**src/rtl/pwm_dim_pkg.sv**
```systemverilog
package pwm_dim_pkg;
  localparam int unsigned PER_W  = 18;
  localparam int unsigned DUTY_W = 8;

  typedef enum logic [1:0] {
    SEL_PER  = 2'd0,
    SEL_DUTY = 2'd1,
    SEL_MODE = 2'd2,
    SEL_NONE = 2'd3
  } cfg_sel_e;
endpackage

```
**src/rtl/pwm_cfg_regs.sv**
```systemverilog
module pwm_cfg_regs
  import pwm_dim_pkg::*;
#(
  parameter int unsigned PW      = PER_W,
  parameter int unsigned DW      = DUTY_W,
  parameter int unsigned PER_RST = 768
) (
  input  logic          clk_i,
  input  logic          rst_ni,
  input  logic          wr_en_i,
  input  cfg_sel_e      wr_sel_i,
  input  logic [PW-1:0] wr_data_i,
  output logic [PW-1:0] per_o,
  output logic [DW-1:0] duty_o,
  output logic          master_o
);
  always_ff @(posedge clk_i or negedge rst_ni) begin
    if (!rst_ni) begin
      per_o    <= PW'(PER_RST);
      duty_o   <= '1;
      master_o <= 1'b1;
    end else if (wr_en_i) begin
      unique case (wr_sel_i)
        SEL_PER:  per_o    <= wr_data_i;
        SEL_DUTY: duty_o   <= wr_data_i[DW-1:0];
        SEL_MODE: master_o <= wr_data_i[0];
        default:  ;
      endcase
    end
  end

  assert_rsvd_ignored_R9: assert property (@(posedge clk_i) disable iff (!rst_ni)
    $past(wr_en_i && wr_sel_i == SEL_NONE) |->
      ($stable(per_o) && $stable(duty_o) && $stable(master_o)));
endmodule

```
**src/rtl/pwm_sync_meas.sv**
```systemverilog
module pwm_sync_meas #(
  parameter int unsigned PW     = 18,
  parameter int unsigned STAGES = 2
) (
  input  logic          clk_i,
  input  logic          rst_ni,
  input  logic          sync_i,
  output logic [PW-1:0] meas_o,
  output logic          meas_vld_o
);
  logic [STAGES-1:0] sync_q;
  logic              prev_q, seen_q, rise;
  logic [PW-1:0]     run_q;

  for (genvar g = 0; g < STAGES; g++) begin : g_sync
    if (g == 0) begin : g_first
      always_ff @(posedge clk_i or negedge rst_ni)
        if (!rst_ni) sync_q[g] <= 1'b0;
        else         sync_q[g] <= sync_i;
    end else begin : g_next
      always_ff @(posedge clk_i or negedge rst_ni)
        if (!rst_ni) sync_q[g] <= 1'b0;
        else         sync_q[g] <= sync_q[g-1];
    end
  end

  assign rise = sync_q[STAGES-1] & ~prev_q;

  always_ff @(posedge clk_i or negedge rst_ni) begin
    if (!rst_ni) begin
      prev_q     <= 1'b0;
      seen_q     <= 1'b0;
      run_q      <= '0;
      meas_o     <= '0;
      meas_vld_o <= 1'b0;
    end else begin
      prev_q <= sync_q[STAGES-1];
      if (rise) begin
        seen_q <= 1'b1;
        run_q  <= PW'(1);
        if (seen_q) begin
          meas_o     <= run_q;
          meas_vld_o <= 1'b1;
        end
      end else if (run_q != '1) begin
        run_q <= run_q + 1'b1;
      end
    end
  end

  assert_meas_nonzero_R8: assert property (@(posedge clk_i) disable iff (!rst_ni)
    meas_vld_o |-> (meas_o != '0));
endmodule

```
**src/rtl/pwm_period_core.sv**
```systemverilog
module pwm_period_core #(
  parameter int unsigned PW      = 18,
  parameter int unsigned DW      = 8,
  parameter int unsigned PER_RST = 768,
  parameter int unsigned MIN_PER = 2
) (
  input  logic          clk_i,
  input  logic          rst_ni,
  input  logic [PW-1:0] per_src_i,
  input  logic [DW-1:0] duty_i,
  output logic          pwm_o,
  output logic          half_o
);
  localparam int unsigned PRW = PW + DW + 1;

  logic [PW-1:0]  cnt_q, per_q, thr_q, per_eff;
  logic [PRW-1:0] prod;
  logic           wrap;

  assign per_eff = (per_src_i < PW'(MIN_PER)) ? PW'(MIN_PER) : per_src_i;
  // ceil((duty+1)*per/2^DW)
  assign prod = (PRW'(duty_i) + PRW'(1)) * PRW'(per_eff) + PRW'((1 << DW) - 1);
  assign wrap = (cnt_q == per_q - 1'b1);

  always_ff @(posedge clk_i or negedge rst_ni) begin
    if (!rst_ni) begin
      cnt_q <= '0;
      per_q <= PW'(PER_RST);
      thr_q <= PW'(PER_RST);
    end else if (wrap) begin
      cnt_q <= '0;
      per_q <= per_eff;
      thr_q <= prod[DW +: PW];
    end else begin
      cnt_q <= cnt_q + 1'b1;
    end
  end

  assign pwm_o  = cnt_q < thr_q;
  assign half_o = cnt_q < (per_q >> 1);

  assert_cnt_range_R1: assert property (@(posedge clk_i) disable iff (!rst_ni)
    cnt_q < per_q);
  assert_min_period_R2: assert property (@(posedge clk_i) disable iff (!rst_ni)
    per_q >= PW'(MIN_PER));
  assert_thr_bound_R3: assert property (@(posedge clk_i) disable iff (!rst_ni)
    thr_q <= per_q && thr_q != '0);
  assert_load_at_boundary_R6: assert property (@(posedge clk_i) disable iff (!rst_ni)
    !($stable(per_q) && $stable(thr_q)) |-> cnt_q == '0);
endmodule

```
**src/rtl/pwm_dim_sync.sv**
```systemverilog
module pwm_dim_sync
  import pwm_dim_pkg::*;
#(
  parameter int unsigned PER_RST     = 768,
  parameter int unsigned MIN_PER     = 2,
  parameter int unsigned SYNC_STAGES = 2
) (
  input  logic             clk_i,
  input  logic             rst_ni,
  input  logic             wr_en_i,
  input  logic [1:0]       wr_sel_i,
  input  logic [PER_W-1:0] wr_data_i,
  input  logic             sync_i,
  output logic             sync_o,
  output logic             sync_oe_o,
  input  logic             ext_pwm_i,
  output logic             dim_o
);
  logic [PER_W-1:0]  per_reg, meas, per_src;
  logic [DUTY_W-1:0] duty_reg;
  logic              master, meas_vld, pwm_int, half;

  pwm_cfg_regs #(.PW(PER_W), .DW(DUTY_W), .PER_RST(PER_RST)) i_regs (
    .clk_i, .rst_ni, .wr_en_i,
    .wr_sel_i (cfg_sel_e'(wr_sel_i)),
    .wr_data_i,
    .per_o    (per_reg),
    .duty_o   (duty_reg),
    .master_o (master)
  );

  pwm_sync_meas #(.PW(PER_W), .STAGES(SYNC_STAGES)) i_meas (
    .clk_i, .rst_ni, .sync_i,
    .meas_o     (meas),
    .meas_vld_o (meas_vld)
  );

  assign per_src = (!master && meas_vld) ? meas : per_reg;

  pwm_period_core #(.PW(PER_W), .DW(DUTY_W), .PER_RST(PER_RST), .MIN_PER(MIN_PER)) i_core (
    .clk_i, .rst_ni,
    .per_src_i (per_src),
    .duty_i    (duty_reg),
    .pwm_o     (pwm_int),
    .half_o    (half)
  );

  assign sync_oe_o = master;
  assign sync_o    = master & half;
  assign dim_o     = pwm_int & ext_pwm_i;

  assert_slave_release_R8: assert property (@(posedge clk_i) disable iff (!rst_ni)
    !master |-> (!sync_oe_o && !sync_o));
  assert_ext_gate_R5: assert property (@(posedge clk_i) disable iff (!rst_ni)
    dim_o |-> ext_pwm_i);
endmodule

```
**config.mk**
```make
export PLATFORM = sky130hd
export DESIGN_NAME = pwm_dim_sync
export DESIGN_NICKNAME = d
export VERILOG_FILES = /design/src/rtl/pwm_dim_pkg.sv /design/src/rtl/pwm_cfg_regs.sv /design/src/rtl/pwm_sync_meas.sv /design/src/rtl/pwm_period_core.sv /design/src/rtl/pwm_dim_sync.sv
export SDC_FILE = /design/constraint.sdc
export NUM_CORES = 1
export LEC_CHECK = 0
export BUFFER_PORTS_ARGS = -buffer_cell sky130_fd_sc_hd__buf_2
export CORE_ASPECT_RATIO = 1.1
export CORE_MARGIN = 1
export CORE_UTILIZATION = 65
export CTS_BUF_LIST = sky130_fd_sc_hd__clkbuf_8 sky130_fd_sc_hd__clkbuf_16
export DETAILED_ROUTE_END_ITERATION = 8
export GPL_TIMING_DRIVEN = 0
export PLACE_DENSITY = 0.82
export REMOVE_ABC_BUFFERS = 1
export SYNTH_ARGS = -nofsm -noshare
export SYNTH_HDL_FRONTEND = slang
export SYNTH_HIERARCHICAL = 1
export SYNTH_SLANG_ARGS = --single-unit
```
**constraint.sdc**
```tcl
create_clock -name clk_i -period 9 [get_ports clk_i]
set_input_delay 1.8 -clock clk_i [delete_from_list [all_inputs] [get_ports clk_i]]
set_output_delay 1.8 -clock clk_i [all_outputs]
set_load 0.01 [all_outputs]
```
==> flow_summary.yaml, run 1 <==
run_status:
  status: "completed"
layout:
  drive_gt1_share_pct: 13.3
  synthToLayoutAreaGrowth_pct: 7.32
  fin_nets: 1505
  n_antenna_cell: 0
  final_common_cell: "inv_1"
  mostFrequentLayoutCells: "158 x inv_1, 136 x nand2_1, 115 x fa_1"
cts:
  clock-sinks: 122
  ctsHtreeMaxLevel: 4
  clock_latency_ps: 430
  cts_root_buffer: "clkbuf_16"
  cts_setup_buffers: 0
  cts_made_buffers: 17
  cts_hold_buf: 0
  cts_tree: "built"
  path_clk_slew_ps: 60
  clk_path_buf_depth: 2
  cts-resized-gates: 0
global_routing:
  grt_max_degree: 88
  grt_pass1_wl_um: 46200
  overflow: 0
  grt_pass1_vias: 9624
  antenna_found_initial: 1
  grt_util_all_layers_pct: 30.1
routing:
  vias: 9082
  drc: 0
  ant_nets: 0
  drtIter0Drc: 532
  routed_via_density: 5.97
  dr.pass1.iters: 5
  wl_per_cell_um: 17.9
  wirelength_um: 27200
yosys:
  yosys_warnings: 6
  async_flop_share_pct: 100
  ys_top_cells_by_area: "dfrtp_1 22%, fa_1 19%, ha_1 10%"
  ys.flop_type: "dfrtp_1"
  synthesis.area_um2: 12300
  synth_cell_types: 76
  syn-instance-count: 1267
  ys_ff_latch: 122
  synth_edf_count: 0
  yosysTopAreaCell: "dfrtp_1"
  synth_seq_area_share_pct: 25.0
  yosysTopAreaCellShare_pct: 21.8
  syn_area_per_cell_um2: 9.69
sta:
  whs_ps: 353
  setup_tns_ps: 0
  worstMarginPinSlew_ps: 1250
  rsz0062_at_grt: "no"
  hold_viol: 0
  maxSlewHeadroom_pct: 16.5
  final-setup-viol-count: 0
  finalClockSkew_ps: 9.09
  drv_slew: 0
  fin_crit_sh_pct: 84.5
  timing.fmax_ghz: 0.132
  min_period_ps: 7600
floorplan:
  ios: 28
  die-area_um2: 19400
  die_x_um: 133
  initial_utilization_pct: 66.5
  core_um2: 18500
  dieHeight_um: 146
  row_count: 52
power:
  combPwrFrac_pct: 71.4
  p_seq_share_pct: 13.7
  p_sw_mw: 2.30
  p_clk_share_pct: 14.9
  p_int_mw: 2.39
  power_density_nw_per_um2: 356
  swShare_pct: 49.0
  p_leak_nw: 6.40
  ir_drop_v: 0.000400
placement:
  place.gp.congestion: 0.864
  hpwl_um: 19400
  port_buffers: 27
critical_path:
  crit_fanout: 18
  start_kind: "register"
  crit_required_ps: 9340
  ff2ff_path_depth: 23
  path_class: "reg -> reg"
  cp.arrival_ps: 7940
  endpoint_kind: "register"
job:
  maxCapViolCount: 0
worst_hold_path:
  min_path_cells: 0
  hold_class: "reg -> reg"
==> logic make-up (layout without fill, tap and decap cells) <==
kind of cell             after synthesis  in the layout  synth area share, %
AND/OR/NAND/NOR                      414            414                 18.4
adder cells (fa/ha/maj)              214            214                 28.8
buffers and inverters                211            223                 7.03
AO/OA/AOI/OAI                        160            160                 8.29
flip-flops                           122            122                 25.0
XOR/XNOR                              73             73                 5.21
multiplexers                          73             73                 7.23
==> worst paths after layout <==
path,slack [ps],from,to
setup / recovery,1400,i_regs/master_o,i_core/thr_q[14]
hold / removal,350,i_meas/sync_q[0],i_meas/sync_q[1]
setup reg to reg,1400,i_regs/master_o,i_core/thr_q[14]
hold reg to reg,350,i_meas/sync_q[0],i_meas/sync_q[1]
max in group asynchronous,6970,rst_ni,i_regs/duty_o[6]
min in group asynchronous,1260,rst_ni,i_core/cnt_q[15]
==> registers in the layout, indices dropped and copies added (netlist names) <==
signal and cells:
i_core/per_q 18, i_core/cnt_q 18, i_meas/meas_vld_o 1, i_meas/prev_q 1
i_core/thr_q 18, i_meas/run_q 18, i_meas/seen_q 1, i_regs/master_o 1
i_meas/sync_q 2, i_meas/meas_o 18, i_regs/duty_o 8, i_regs/per_o 18
==> synth_stat cells, types with 15 or more instances <==
cell and n:
nor2b_1 16, dfrtp_1 107, mux2_4 21, inv_1 158
and2_1 68, nor2_1 55, fa_1 115, nand2b_1 26
nand3_1 20, dfstp_2 15, clkbuf_1 38, ha_1 99
xor2_1 24, mux2_2 41, nand2_1 136, a21o_1 17
o21ai_0 42, a21oi_1 31, nor3_1 18, o21ai_1 16
xnor2_1 49, nand4_1 18
==> layer usage <==
metal | track usage, % | vias up | routed length (µm)
met2 | 51.5 | 326 | 13700
met3 | 4.51 | 84 | 1550
li1 | - | 4175 | -
met5 | 0 | - | 17
met1 | 37.8 | 4495 | 11100
met4 | 13.3 | 2 | 826
==> cell type report <==
class / instances / area [µm²]
flip-flops and latches: 122 / 3070
multi-input cells: 934 / 8390
inverters: 158 / 593
clock inverters: 14 / 149
fillers: 1290 / 5300
clock buffers: 18 / 439
repair buffers: 33 / 233
well taps: 243 / 304
==> power by group through the flow <==
stage	Combinational [mW]	Clock, mW	Sequential [mW]
after CTS	3.32	0.706	0.641
after detailed placement	3.26	0	0.649
final	3.35	0.699	0.642
after global routing	3.80	0.728	0.647
after global placement	3.15	0	0.645
after floorplan	2.60	0	0.632
==> critical path, cell delays in order (launching register included) <==
cell and delay [ps]:
dfstp_2 640, nand2b_4 370, mux2_2 520, nor4_1 330, nand4_1 340, nand2b_1 310
nand2_1 110, fa_1 430, inv_1 90, fa_1 410, fa_1 470, fa_1 550
inv_1 60, fa_1 530, inv_1 40, ha_1 340, nand2_1 90, or3b_2 450
a21oi_1 210, a211oi_1 110, o21ai_1 420, nand3_1 230, and4_1 260, o31ai_2 200
==> through the flow <==
stage | total power [mW] | cells | instance area, µm² | worst slack (ps) | utilization, %
2_1_floorplan | 3.23 | 1214 | 12000 | 2560 | -
3_3_place_gp | 3.80 | 1484 | 12400 | 1370 | 67.4
3_5_place_dp | 3.91 | 1490 | 12600 | 1170 | 68.1
4_1_cts | 4.67 | 1522 | 13200 | 1130 | 71.2
5_1_grt | 5.17 | 1522 | 13200 | 942 | 71.3
6_report | 4.69 | 1522 | 13200 | 1400 | 71.3
(Power assumes the default switching activity.)
==> run 2: changes to the inputs <==
Settings changed: CORE_UTILIZATION 65 to 59, PLACE_DENSITY 0.82 to 0.79.
Clock period 9 ns to 6.5 ns, I/O delays scaled along.
==> run 2 against run 1 <==
Net effect:
- the run now ends with setup timing left
- combinational power up 84%
- largest power group unchanged
- wire length up 11%
- critical path type unchanged
- count of clock-buffer cells in the layout down 1
- clock power up 34%
- sequential share of layout area down 1.3 points
- largest cell class unchanged
- sequential power up 39%
==> flow_summary.yaml, run 2 (synthesis results as in run 1) <==
routing:
  dr.pass1.iters: 6
  wl_per_cell_um: 19.3
  drc: 0
  routed_via_density: 6.01
  drtIter0Drc: 614
  vias: 9453
  wirelength_um: 30300
  ant_nets: 0
sta:
  min_period_ps: 6560
  fin_ws_ps: -63.2
  maxSlewHeadroom_pct: 17.6
  hold_viol: 0
  drv_slew: 0
  setup_tns_ps: -191
  worstMarginPinSlew_ps: 1230
  final-setup-viol-count: 4
  fin_crit_sh_pct: 101
  rsz0062_at_grt: "yes"
  whs_ps: 349
  timing.fmax_ghz: 0.152
  finalClockSkew_ps: 11.2
floorplan:
  dieHeight_um: 153
  initial_utilization_pct: 61.0
  row_count: 54
  die-area_um2: 21400
  ios: 28
  core_um2: 20100
  die_x_um: 140
critical_path:
  crit_path_max_incr_delay_ps: 580
  start_kind: "register"
  cp.arrival_ps: 6850
  crit_slowest_cell: "dfstp_2"
  path_class: "reg -> reg"
  crit_fanout: 6
  crit_required_ps: 6790
  cp_common_cell: "fa_1"
  endpoint_kind: "register"
layout:
  drive_gt1_share_pct: 20.7
  instances_no_fill: 1574
  synthToLayoutAreaGrowth_pct: 14.0
  utilization_pct: 69.6
  fin_nets: 1548
  n_antenna_cell: 0
  mostFrequentLayoutCells: "154 x inv_1, 130 x nand2_1, 114 x fa_1"
  final_common_cell: "inv_1"
global_routing:
  grt_pass1_vias: 10100
  grt_max_degree: 99
  antenna_found_initial: 0
  grt_util_all_layers_pct: 28.9
  grt_pass1_wl_um: 48600
  overflow: 0
cts:
  clock-sinks: 122
  ctsHtreeMaxLevel: 4
  clock_latency_ps: 430
  cts_root_buffer: "clkbuf_16"
  cts_made_buffers: 17
  path_clk_slew_ps: 60
  cts_tree: "built"
  clk_path_buf_depth: 2
power:
  p_leak_nw: 6.71
  power_density_nw_per_um2: 571
  design_power_total_mw: 8.00
  ir_drop_v: 0.000759
worst_hold_path:
  hold_class: "reg -> reg"
job:
  maxCapViolCount: 0
run_status:
  violations: "setup timing"
  status: "finished with violations"
placement:
  hpwl_um: 19800
  place.gp.congestion: 0.865
  dp_cells: 1500
  port_buffers: 27
## run 2: cell count changes in the layout (fill, tap and decap cells not counted), moves of 6 or more
cell,previous run,this run
mux2_2,41,35
mux2_4,21,27
buf_4,1,38
nand2_1,136,130
ha_1,99,88
ha_4,0,10
nor2_1,55,49
## run 2: worst max-delay path, delay by kind of cell, from the launching register on
kind | cells | cell delay (ps)
adders and majority gates | 6 | 2600
AOI/OAI and AO/OA | 6 | 1430
and+or+nand+nor | 5 | 860
DFF | 1 | 580
buffers and inverters | 5 | 540
muxes | 2 | 280
xor gates and xnor gates | 1 | 130
## run 2: layout make-up
cell class / count / area (µm²)
multi-input combinational: 935 / 8870
fill: 1333 / 6130
sequential: 122 / 3080
inverter: 158 / 593
timing repair buffer: 75 / 576
clock buffer: 17 / 425
tap: 252 / 315
clock inverter: 15 / 148
## run 2: final timing paths
kind	start	to	slack, ps	cells past startpoint
max in group asynchronous	rst_ni	i_regs/duty_o[6]	4990	2
setup / recovery	i_regs/master_o	i_core/thr_q[17]	-60	25
hold / removal	i_meas/sync_q[0]	i_meas/sync_q[1]	350	0
hold reg to reg	i_meas/sync_q[0]	i_meas/sync_q[1]	350	0
setup reg to reg	i_regs/master_o	i_core/thr_q[17]	-60	25
min in group asynchronous	rst_ni	i_core/cnt_q[16]	720	1
## run 2: timing repair
action	4_1_cts	5_1_grt
hold buffers	0	0
buffers inserted	33	8
gates cloned	1	0
pin swaps	23	37
hold endpoints to repair	0	0
gates resized for setup	48	51
setup endpoints to repair	18	12
## run 2: report_power, final
part / switching [mW] / leakage [nW] / internal (mW)
combinational: 3.39 / 4.86 / 2.78
sequential: 0.0675 / 1.57 / 0.825
clock: 0.426 / 0.274 / 0.510
total: 3.89 / 6.71 / 4.11
## run 2: layer usage
metal / vias to the layer above / global-route usage (%) / part of all wire, %
met4: 0 / 13.7 / 3.0
met5: - / 0 / 0
met3: 86 / 4.73 / 6.4
li1: 4270 / - / -
met2: 365 / 50.6 / 51
met1: 4732 / 34.7 / 39
## run 2: stage by stage
| stage | setup WS [ps] | instance area [µm²] |
|---|---|---|
| final | -63.2 | 14000 |
| after global routing | -223 | 14000 |
| after floorplan | 62.9 | 12000 |
| after global placement | -1090 | 12500 |
| after detailed placement | -1150 | 12600 |
| after CTS | 28.0 | 13700 |
==> run 3: changes to the inputs <==
Settings changed: ABC_AREA set to 1.
==> run 3 against run 2 <==
Net effect:
- the run now ends clean
- synthesized area increased by 4.6%
- global-route usage increased by 1.4 points
- sequential cell count unchanged
- register-to-register slack improved by 420 ps
- wire length increased by 2.2%
- synthesized cell count increased by 32%
- total power decreased by 46%
- final area decreased by 1.1%
- clock skew decreased by 1.3 ps
- highest routed layer unchanged
==> flow_summary.yaml, run 3 <==
routing:
  routed_via_density: 5.47
  drc: 0
  drtIter0Drc: 838
  wirelength_um: 31000
  dr.pass1.iters: 5
  vias: 10900
  wl_per_cell_um: 15.6
  ant_nets: 0
critical_path:
  path_class: "reg -> reg"
  start_kind: "register"
  crit_slowest_cell: "dfstp_2"
  reg2reg_slack_ps: 360
  crit_required_ps: 6800
  crit_path_max_incr_delay_ps: 630
  cp.arrival_ps: 6440
  cp_common_cell: "fa_1"
  crit_fanout: 19
  endpoint_kind: "register"
yosys:
  yosysTopAreaCellShare_pct: 20.8
  yosysTopAreaCell: "dfrtp_1"
  synthTopCellsByCount: "446 x nand2_1, 283 x inv_1, 169 x nor2_1"
  synth_cell_types: 55
  ys_ff_latch: 122
  synth_edf_count: 0
  yosys_warnings: 6
  syn_area_per_cell_um2: 7.66
  synth_seq_area_share_pct: 23.9
  syn-instance-count: 1677
  synth.most_common_cell: "nand2_1"
  async_flop_share_pct: 100
  synthesis.area_um2: 12900
  ys_top_cells_by_area: "dfrtp_1 21%, fa_1 18%, nand2_1 13%"
  ys.flop_type: "dfrtp_1"
placement:
  port_buffers: 27
  placed_cell_area_um2: 13100
  place.gp.congestion: 0.960
  hpwl_um: 24100
layout:
  fillers: 1787
  multiInputGateArea_um2: 8490
  fin_nets: 1926
  synthToLayoutAreaGrowth_pct: 7.75
  stdcell_area_um2: 13800
  seqCellArea_um2: 3080
  mostFrequentLayoutCells: "427 x nand2_1, 279 x inv_1, 168 x nor2_1"
  utilization_pct: 64.8
  drive_gt1_share_pct: 10.8
  final_common_cell: "nand2_1"
  n_antenna_cell: 0
cts:
  clock_latency_ps: 430
  clk_path_buf_depth: 2
  path_clk_slew_ps: 60
  cts_root_buffer: "clkbuf_16"
  cts_hold_buf: 0
  clock-sinks: 122
  cts_made_buffers: 17
  ctsHtreeMaxLevel: 4
  cts_tree: "built"
sta:
  hold_viol: 0
  maxSlewHeadroom_pct: 43.5
  fin_crit_sh_pct: 94.5
  finalClockSkew_ps: 9.91
  min_period_ps: 6140
  worstMarginPinSlew_ps: 846
  timing.fmax_ghz: 0.163
  drv_slew: 0
  final-setup-viol-count: 0
power:
  p_leak_nw: 7.30
  ir_drop_v: 0.000307
  design_power_total_mw: 4.30
  power_density_nw_per_um2: 310
floorplan:
  die_x_um: 143
  row_count: 56
  core_um2: 21400
  dieHeight_um: 157
  die-area_um2: 22400
  ios: 28
  initial_utilization_pct: 60.1
global_routing:
  grt_pass1_wl_um: 52200
  antenna_found_initial: 0
  grt_max_degree: 86
  grt_pass1_vias: 10800
  grt_util_all_layers_pct: 30.3
  overflow: 0
run_status:
  status: "completed"
job:
  maxCapViolCount: 0
worst_hold_path:
  hold_class: "reg -> reg"
==> run 3: cell types whose count changed after synthesis, sizes merged, moves of 27 or more <==
cell and change:
nand2 +323, inv +131, nor2 +127, nand3 +84, and2 -68, mux2 -57
xnor2 -34, nand2b -27
==> run 3: worst max-delay path, delay by kind of cell (launching register included) <==
kind	cells	cell delay [ps]
AOI/OAI and AO/OA	5	780
xor gates and xnor gates	1	210
adders and majority gates	6	2670
buffers and inverters	5	450
DFF	1	630
and+or+nand+nor	10	1260
==> run 3: final cells by class <==
type                            instances  share of cell area, %
Sequential cell                       122                   22.2
Timing Repair Buffer                   36                   1.74
Clock buffer                           17                   3.07
Multi-Input combinational cell       1219                   61.3
Tap cell                              290                   2.62
Inverter                              291                   7.99
Clock inverter                         15                   1.02
==> run 3: timing repair <==
| item | in CTS | in global routing |
|---|---|---|
| hold endpoints to repair | 0 | 0 |
| buffers inserted | 0 | 7 |
| setup endpoints to repair | 11 | 17 |
| gates resized for setup | 4 | 36 |
| pin swaps | 0 | 2 |
==> run 3: metal layers <==
layer	vias up	global-route usage, %	share of wire, %	wire (µm)
met5	-	0	0	0
met4	0	11.2	3.3	1020
met3	72	5.75	7.0	2160
met2	390	49.4	47	14400
met1	5203	40.1	43	13300
li1	5224	-	-	-
==> run 3: report_power, final <==
group / switching (mW) / internal (mW)
clock network: 0.377 / 0.532
logic: 1.65 / 0.868
registers: 0.0472 / 0.818
==> run 3: final timing paths <==
path	start	end	cells after the start
max	i_regs/master_o	i_core/thr_q[2]	27
min	i_meas/sync_q[0]	i_meas/sync_q[1]	0
max reg2reg	i_regs/master_o	i_core/thr_q[2]	27
min reg2reg	i_meas/sync_q[0]	i_meas/sync_q[1]	0
max in group asynchronous	rst_ni	i_regs/per_o[8]	2
min in group asynchronous	rst_ni	i_core/cnt_q[15]	1
==> run 3: metrics by stage <==
stage | setup slack (ps) | instances | setup TNS (ps) | hold slack (ps)
after floorplan | 1030 | 1632 | 0 | 331
after global placement | -112 | 1949 | -345 | 335
after detailed placement | -107 | 1951 | -521 | 363
after CTS | 26.4 | 1983 | 0 | 360
after global routing | -21.8 | 1990 | -64.4 | 368
final | 359 | 1990 | 0 | 356
==> run 3: kinds of logic (layout without fill, tap and decap cells) <==
| kind of cell | after synthesis | in the layout | synth area share, % |
|---|---|---|---|
| AO/OA/AOI/OAI | 146 | 146 | 6.55 |
| multiplexers | 6 | 6 | 0.526 |
| buffers and inverters | 336 | 359 | 10.8 |
| flip-flops | 122 | 122 | 23.9 |
| adder cells (fa/ha/maj) | 214 | 214 | 27.6 |
| AND/OR/NAND/NOR | 813 | 813 | 27.7 |
| XOR/XNOR | 40 | 40 | 2.94 |
